File: config.mk
export PLATFORM = sky130hd
export DESIGN_NAME = dbg_cmd_unit
export DESIGN_NICKNAME = d
export VERILOG_FILES = /design/src/rtl/dbg_cmd_pkg.sv /design/src/rtl/dbg_op_decode.sv /design/src/rtl/dbg_byte_lane.sv /design/src/rtl/dbg_status_reg.sv /design/src/rtl/dbg_cmd_unit.sv
export SDC_FILE = /design/constraint.sdc
export NUM_CORES = 1
export LEC_CHECK = 0
export ABC_AREA = 1
export BUFFER_PORTS_ARGS = -buffer_cell sky130_fd_sc_hd__buf_2
export CORE_ASPECT_RATIO = 1.4
export CORE_UTILIZATION = 37
export CTS_BUF_LIST = sky130_fd_sc_hd__clkbuf_8 sky130_fd_sc_hd__clkbuf_16
export DETAILED_ROUTE_END_ITERATION = 7
export PLACE_DENSITY = 0.61
export RECOVER_POWER = 25
export SYNTH_ARGS = -nofsm -noshare
export SYNTH_HDL_FRONTEND = slang
export SYNTH_SLANG_ARGS = --single-unit
File: constraint.sdc
create_clock -name clk -period 1.9 [get_ports clk]
set_input_delay 0.285 -clock clk [delete_from_list [all_inputs] [get_ports clk]]
set_output_delay 0.285 -clock clk [all_outputs]
set_load 0.005 [all_outputs]
File: src/rtl/dbg_cmd_pkg.sv
// Package: opcode values, decoded command kinds and controller states.
// Assumes: 8-bit opcodes; shared by every module of the debug command unit.
package dbg_cmd_pkg;
    localparam logic [7:0] OP_BGND    = 8'h90;
    localparam logic [7:0] OP_RDB_VIS = 8'hE4;
    localparam logic [7:0] OP_RDW_VIS = 8'hEC;
    localparam logic [7:0] OP_RDB_HID = 8'hE0;
    localparam logic [7:0] OP_RDW_HID = 8'hE8;
    localparam logic [7:0] OP_WRB_VIS = 8'hC4;

    typedef enum logic [2:0] {
        K_NONE,
        K_BGND,
        K_RD_BYTE,
        K_RD_WORD,
        K_WR_BYTE
    } cmd_kind_e;

    typedef enum logic [0:0] {
        ST_IDLE,
        ST_BUS
    } fsm_e;
endpackage

File: src/rtl/dbg_op_decode.sv
// Module: maps an opcode to a command kind and a debug-map visibility flag.
// Assumes: purely combinational; unknown opcodes decode to K_NONE.
module dbg_op_decode
    import dbg_cmd_pkg::*;
(
    input  logic [7:0] opcode,
    output cmd_kind_e  kind,
    output logic       map_vis
);
    // Fixed opcode table lookup.
    always_comb begin
        kind    = K_NONE;
        map_vis = 1'b0;
        case (opcode)
            OP_BGND:    kind = K_BGND;
            OP_RDB_VIS: begin kind = K_RD_BYTE; map_vis = 1'b1; end
            OP_RDW_VIS: begin kind = K_RD_WORD; map_vis = 1'b1; end
            OP_RDB_HID: kind = K_RD_BYTE;
            OP_RDW_HID: kind = K_RD_WORD;
            OP_WRB_VIS: begin kind = K_WR_BYTE; map_vis = 1'b1; end
            default:    kind = K_NONE;
        endcase
    end
endmodule

File: src/rtl/dbg_byte_lane.sv
// Module: extracts read data by address parity; byte results occupy one half.
// Assumes: DATA_W is even; the odd address owns the low half.
module dbg_byte_lane #(
    parameter int DATA_W = 16
) (
    input  logic [DATA_W-1:0] word_in,
    input  logic              odd,
    input  logic              byte_op,
    output logic [DATA_W-1:0] rd_out
);
    localparam int LANE_W = DATA_W / 2;

    // Pick and zero-pad the addressed half, or pass the whole word.
    always_comb begin
        if (!byte_op)
            rd_out = word_in;
        else if (odd)
            rd_out = {{LANE_W{1'b0}}, word_in[LANE_W-1:0]};
        else
            rd_out = {word_in[DATA_W-1:LANE_W], {LANE_W{1'b0}}};
    end
endmodule

File: src/rtl/dbg_status_reg.sv
// Module: debug status byte = {firmware enable, background active, zeros}.
// Assumes: wr_en is a single-cycle strobe; only the top bit of wr_val is kept.
module dbg_status_reg #(
    parameter int STAT_W = 8
) (
    input  logic              clk,
    input  logic              rst_n,
    input  logic              wr_en,
    input  logic [STAT_W-1:0] wr_val,
    input  logic              bg_active,
    output logic [STAT_W-1:0] status,
    output logic              fw_en
);
    // Enable bit: cleared by reset, loaded from the written top bit.
    always_ff @(posedge clk) begin
        if (!rst_n)
            fw_en <= 1'b0;
        else if (wr_en)
            fw_en <= wr_val[STAT_W-1];
    end

    // Assemble the readable status byte.
    always_comb status = {fw_en, bg_active, {(STAT_W-2){1'b0}}};

    a_r8_enable_load: assert property (@(posedge clk) disable iff (!rst_n)
        wr_en |=> fw_en == $past(wr_val[STAT_W-1]));
endmodule

File: src/rtl/dbg_cmd_unit.sv
// Module: accepts a decoded debug command, runs it locally or on the bus,
// and returns read data or an alignment error.
// Assumes: one command in flight; bus_rdata is valid in the bus_gnt cycle.
module dbg_cmd_unit
    import dbg_cmd_pkg::*;
#(
    parameter int          ADDR_W      = 16,
    parameter int          DATA_W      = 16,
    parameter logic [15:0] STATUS_ADDR = 16'hFF01
) (
    input  logic              clk,
    input  logic              rst_n,
    input  logic              cmd_valid,
    output logic              cmd_ready,
    input  logic [7:0]        cmd_opcode,
    input  logic [ADDR_W-1:0] cmd_addr,
    input  logic [DATA_W-1:0] cmd_wdata,
    output logic              rsp_valid,
    output logic [DATA_W-1:0] rsp_data,
    output logic              rsp_err,
    output logic              bus_req,
    input  logic              bus_gnt,
    output logic              bus_we,
    output logic              bus_dbg_map,
    output logic [ADDR_W-1:0] bus_addr,
    output logic [DATA_W-1:0] bus_wdata,
    output logic [1:0]        bus_be,
    input  logic [DATA_W-1:0] bus_rdata,
    input  logic              bg_active,
    output logic              bg_req
);
    localparam int LANE_W = DATA_W / 2;
    localparam logic [ADDR_W-1:0] STAT_A = ADDR_W'(STATUS_ADDR);

    fsm_e              state;
    cmd_kind_e         dec_kind;
    logic              dec_map;
    logic              cmd_fire, stat_hit, odd_word, stat_rd, stat_wr;
    logic              byte_q;
    logic [1:0]        be_cmd;
    logic [LANE_W-1:0] status, wr_byte;
    logic              fw_en;
    logic [DATA_W-1:0] local_rd, bus_rd;

    dbg_op_decode u_dec (
        .opcode (cmd_opcode),
        .kind   (dec_kind),
        .map_vis(dec_map)
    );

    // Command-side qualifiers.
    always_comb begin
        cmd_fire = cmd_valid && cmd_ready;
        stat_hit = dec_map && (cmd_addr == STAT_A);
        odd_word = (dec_kind == K_RD_WORD) && cmd_addr[0];
        stat_rd  = cmd_fire && stat_hit && (dec_kind == K_RD_BYTE);
        stat_wr  = cmd_fire && stat_hit && (dec_kind == K_WR_BYTE);
        wr_byte  = cmd_addr[0] ? cmd_wdata[LANE_W-1:0] : cmd_wdata[DATA_W-1:LANE_W];
        if (dec_kind == K_RD_WORD) be_cmd = 2'b11;
        else                       be_cmd = cmd_addr[0] ? 2'b01 : 2'b10;
    end

    dbg_status_reg #(.STAT_W(LANE_W)) u_stat (
        .clk      (clk),
        .rst_n    (rst_n),
        .wr_en    (stat_wr),
        .wr_val   (wr_byte),
        .bg_active(bg_active),
        .status   (status),
        .fw_en    (fw_en)
    );

    dbg_byte_lane #(.DATA_W(DATA_W)) u_lane_local (
        .word_in({2{status}}),
        .odd    (cmd_addr[0]),
        .byte_op(1'b1),
        .rd_out (local_rd)
    );

    dbg_byte_lane #(.DATA_W(DATA_W)) u_lane_bus (
        .word_in(bus_rdata),
        .odd    (bus_addr[0]),
        .byte_op(byte_q),
        .rd_out (bus_rd)
    );

    // Handshake outputs follow the controller state.
    always_comb begin
        cmd_ready = (state == ST_IDLE);
        bus_req   = (state == ST_BUS);
    end

    // Controller: dispatch commands, hold bus requests, register responses.
    always_ff @(posedge clk) begin
        if (!rst_n) begin
            state       <= ST_IDLE;
            rsp_valid   <= 1'b0;
            rsp_err     <= 1'b0;
            rsp_data    <= '0;
            bg_req      <= 1'b0;
            bus_we      <= 1'b0;
            bus_dbg_map <= 1'b0;
            bus_addr    <= '0;
            bus_wdata   <= '0;
            bus_be      <= 2'b00;
            byte_q      <= 1'b0;
        end else begin
            rsp_valid <= 1'b0;
            rsp_err   <= 1'b0;
            bg_req    <= 1'b0;
            case (state)
                ST_IDLE: begin
                    if (cmd_fire) begin
                        case (dec_kind)
                            K_BGND: bg_req <= fw_en;
                            K_RD_BYTE, K_RD_WORD, K_WR_BYTE: begin
                                if (odd_word) begin
                                    rsp_valid <= 1'b1;
                                    rsp_err   <= 1'b1;
                                    rsp_data  <= '0;
                                end else if (stat_rd) begin
                                    rsp_valid <= 1'b1;
                                    rsp_data  <= local_rd;
                                end else if (!stat_wr) begin
                                    state       <= ST_BUS;
                                    bus_we      <= (dec_kind == K_WR_BYTE);
                                    bus_dbg_map <= dec_map;
                                    bus_addr    <= cmd_addr;
                                    bus_wdata   <= cmd_wdata;
                                    bus_be      <= be_cmd;
                                    byte_q      <= (dec_kind != K_RD_WORD);
                                end
                            end
                            default: ;
                        endcase
                    end
                end
                ST_BUS: begin
                    if (bus_gnt) begin
                        state <= ST_IDLE;
                        if (!bus_we) begin
                            rsp_valid <= 1'b1;
                            rsp_data  <= bus_rd;
                        end
                    end
                end
                default: state <= ST_IDLE;
            endcase
        end
    end

    a_r4_odd_word_error: assert property (@(posedge clk) disable iff (!rst_n)
        cmd_fire && odd_word |=> rsp_valid && rsp_err && !bus_req && (rsp_data == '0));
    a_r7_status_local: assert property (@(posedge clk) disable iff (!rst_n)
        stat_rd |=> rsp_valid && !bus_req);
    a_r9_bg_one_cycle: assert property (@(posedge clk) disable iff (!rst_n)
        bg_req |=> !bg_req);
    a_r10_unknown_ignored: assert property (@(posedge clk) disable iff (!rst_n)
        cmd_fire && (dec_kind == K_NONE) |=> !bus_req && !rsp_valid && cmd_ready);
    a_r11_hold_request: assert property (@(posedge clk) disable iff (!rst_n)
        bus_req && !bus_gnt |=> bus_req && $stable(bus_addr) && $stable(bus_we)
                                && $stable(bus_wdata) && !cmd_ready);
endmodule

==> qor.yml <==
status: "finished, final reports clean"
io_pins: 118
grt.total_usage_pct: 19.5
min_path_cells: 3
drc: 0
dr.pass1.iters: 4
fin_tns_setup_ns: 0
antenna_found_initial: 0
drive_gt1_share_pct: 29.0
yosysTopAreaCellShare_pct: 44.1
crit_path_frequent_cell: "nor2_1"
crit_type: "reg -> reg"
worst_slack_ns: 0.170
synth_most_common_cell: "nor2_1"
initial_core_util_pct: 38.0
synth_compound_area_share_pct: 9.12
die_area_um2: 7460
cp_data_arrival_time_ns: 2.00
portBuffers: 117
hold_class: "in -> reg"
synth_cell_types: 23
grt_pass1_vias: 2559
rows: 36
synth_top_area_cell: "dfxtp_1"
design.core.area_um2: 6940
grt_max_degree: 36
synth_top_family_by_area: "simple AND/OR/NAND/NOR gates"
clk_pin_slew_worst_paths_ns: 0.07
synth_seq_area_share_pct: 44.1
synth-async-reset-ratio_pct: 0
num_antenna_cells: 0
place_ws_ns: 0.0334
skew_ns: 0.00870
yosys-top-cells-area: "dfxtp_1 44%, nor2_1 18%, nand2_1 8.3%"
reg2reg_depth: 8
start_kind: "register"
netlist_area_um2: 2630
vias: 2725
synth_edf_count: 0
period_needed_ns: 1.73
p_leak_nw: 1.85
max_freq_mhz: 578
cts_tree: "built"
ir_worst_vdd_uv: 441
relSlewSlack_pct: 17.9
avgSynthCellArea_um2: 6.88
via_per_inst: 4.56
syn_to_final_growth_pct: 30.1
cp-end-kind: "register"
netlist_instances: 383
worst_pin_slew_ns: 1.23
ys.flop_type: "dfxtp_1"
die-width_um: 73.3
required_ns: 2.17
p_per_area_nw_per_um2: 679
dieHeight_um: 102
drv_cap: 0
synth_adder_area_share_pct: 0
layout_worst_path_cycle_share_pct: 91.0
totalWireLength_mm: 6.91
htree_levels: 3
cts_root_buf: "clkbuf_8"
synthMuxAreaShare_pct: 0
place_congestion: 0.710
slowest_stage: "a21boi_2"
synth_nets: 444
post-dp-hpwl_mm: 4.96
overflow: 0
cp_max_fo: 17
synth-seq-cells: 58
clock_sinks: 58
final_antenna_net_count: 0
holdBufCountCts: 0
final_nets: 561
rsz0062_at_grt: "no"
clkLatencyLatePin_ns: 0.33
drt_iter0_markers: 129
cp_cell_sequence: "nor2_4 > nand4_1 > nor2_2 > nand3_2 > nand2_4 > a21boi_2 > nor2_1 > nor2_1"
cts_buffer_depth: 2
ys_warn_count: 0
cts-buffers-inserted: 9
yosys-top-cells-count: "125 x nor2_1, 58 x dfxtp_1, 58 x nand2_1"
final-setup-viol-count: 0
routedWlPerCell_um: 11.5
maxSlewViolCount: 0
synthXorXnorAreaFrac_pct: 0
synthSimpleGateAreaFrac_pct: 36.2
max_stage_delay_ns: 0.62
hold_viol: 0
grt_pass1_wl_mm: 11.1
placed cells by master, fill, tap and decap left out, types with 2 or more instances in the layout:
cell type / count
o21ai_1: 20
nand2_2: 4
clkbuf_8: 10
buf_2: 107
nor2_1: 125
nand2_1: 58
nand3_2: 2
nor2_4: 4
a21boi_2: 2
o22ai_1: 2
buf_4: 7
clkinv_2: 2
clkbuf_1: 10
a21oi_1: 4
inv_2: 2
nand4_1: 4
inv_1: 36
o21ai_0: 17
nor2_2: 2
nand3_1: 21
dfxtp_1: 58
where the power goes:
group	internal, W	total [W]	switching [W]
sequential	0.00123	0.00123	0.00000510
clock	0.000484	0.000934	0.000450
combinational	0.0000734	0.000160	0.0000870
flip-flops by register name, indices dropped and copies added, names as in the netlist, 2 cells and up:
| register | count |
|---|---|
| bus_be | 2 |
| bus_wdata | 16 |
| rsp_data | 16 |
| bus_addr | 16 |
area by class of cell:
class / instances / area [um^2]
Sequential cell: 58 / 1160
Fill cell: 742 / 3510
Clock buffer: 10 / 138
Multi-Input combinational cell: 269 / 1200
Timing Repair Buffer: 125 / 646
Clock inverter: 4 / 21.3
Tap cell: 95 / 119
Inverter: 37 / 139
worst max-delay path, delay by kind of cell, from the launching register on:
kind	cells	cell delay, ns
AOI/OAI and AO/OA	1	0.62
DFF	1	0.43
and+or+nand+nor	7	0.62
through the flow:
stage	total power (W)	utilization, %	area [um^2]	hold WS [ns]	std cells
after floorplan	0.00132	-	2630	0.420	383
after detailed placement	0.00142	47.2	3270	0.458	584
final	0.00233	49.4	3430	0.179	598
after CTS	0.00235	49.4	3430	0.166	598
after global placement	0.00142	47.2	3270	0.450	584
after global routing	0.00242	49.4	3430	0.176	598
timing repair:
action | CTS | global route
endpoints found under the setup margin | 0 | 14
resized for setup | 0 | 1
buffers inserted | 0 | 0
worst paths after layout:
path / slack, ns / to / start
setup / recovery: 0.17 / rsp_data[9]$_SDFFE_PN0P_ / bus_req$_SDFF_PN0_
hold / removal: 0.18 / bus_wdata[9]$_SDFFE_PN0P_ / cmd_wdata[9]
setup reg to reg: 0.17 / rsp_data[9]$_SDFFE_PN0P_ / bus_req$_SDFF_PN0_
hold reg to reg: 0.47 / bus_be[1]$_SDFFE_PN0P_ / bus_be[1]$_SDFFE_PN0P_
kinds of logic (layout without fill, tap and decap cells):
| family | count (synthesis) | in the layout |
|---|---|---|
| buf+inv | 56 | 176 |
| compound gates | 45 | 45 |
| simple gates | 224 | 224 |
| flops | 58 | 58 |
per-layer routing:
| layer | vias to the layer above | GRT usage, % | routed length [um] |
|---|---|---|---|
| li1 | 1419 | - | - |
| met1 | 1207 | 22.7 | 3140 |
| met2 | 90 | 33.5 | 3230 |
| met3 | 9 | 5.42 | 426 |
| met4 | 0 | 8.14 | 109 |
| met5 | - | 0 | 0 |
No activity file was read; power rests on OpenSTA's default activity.
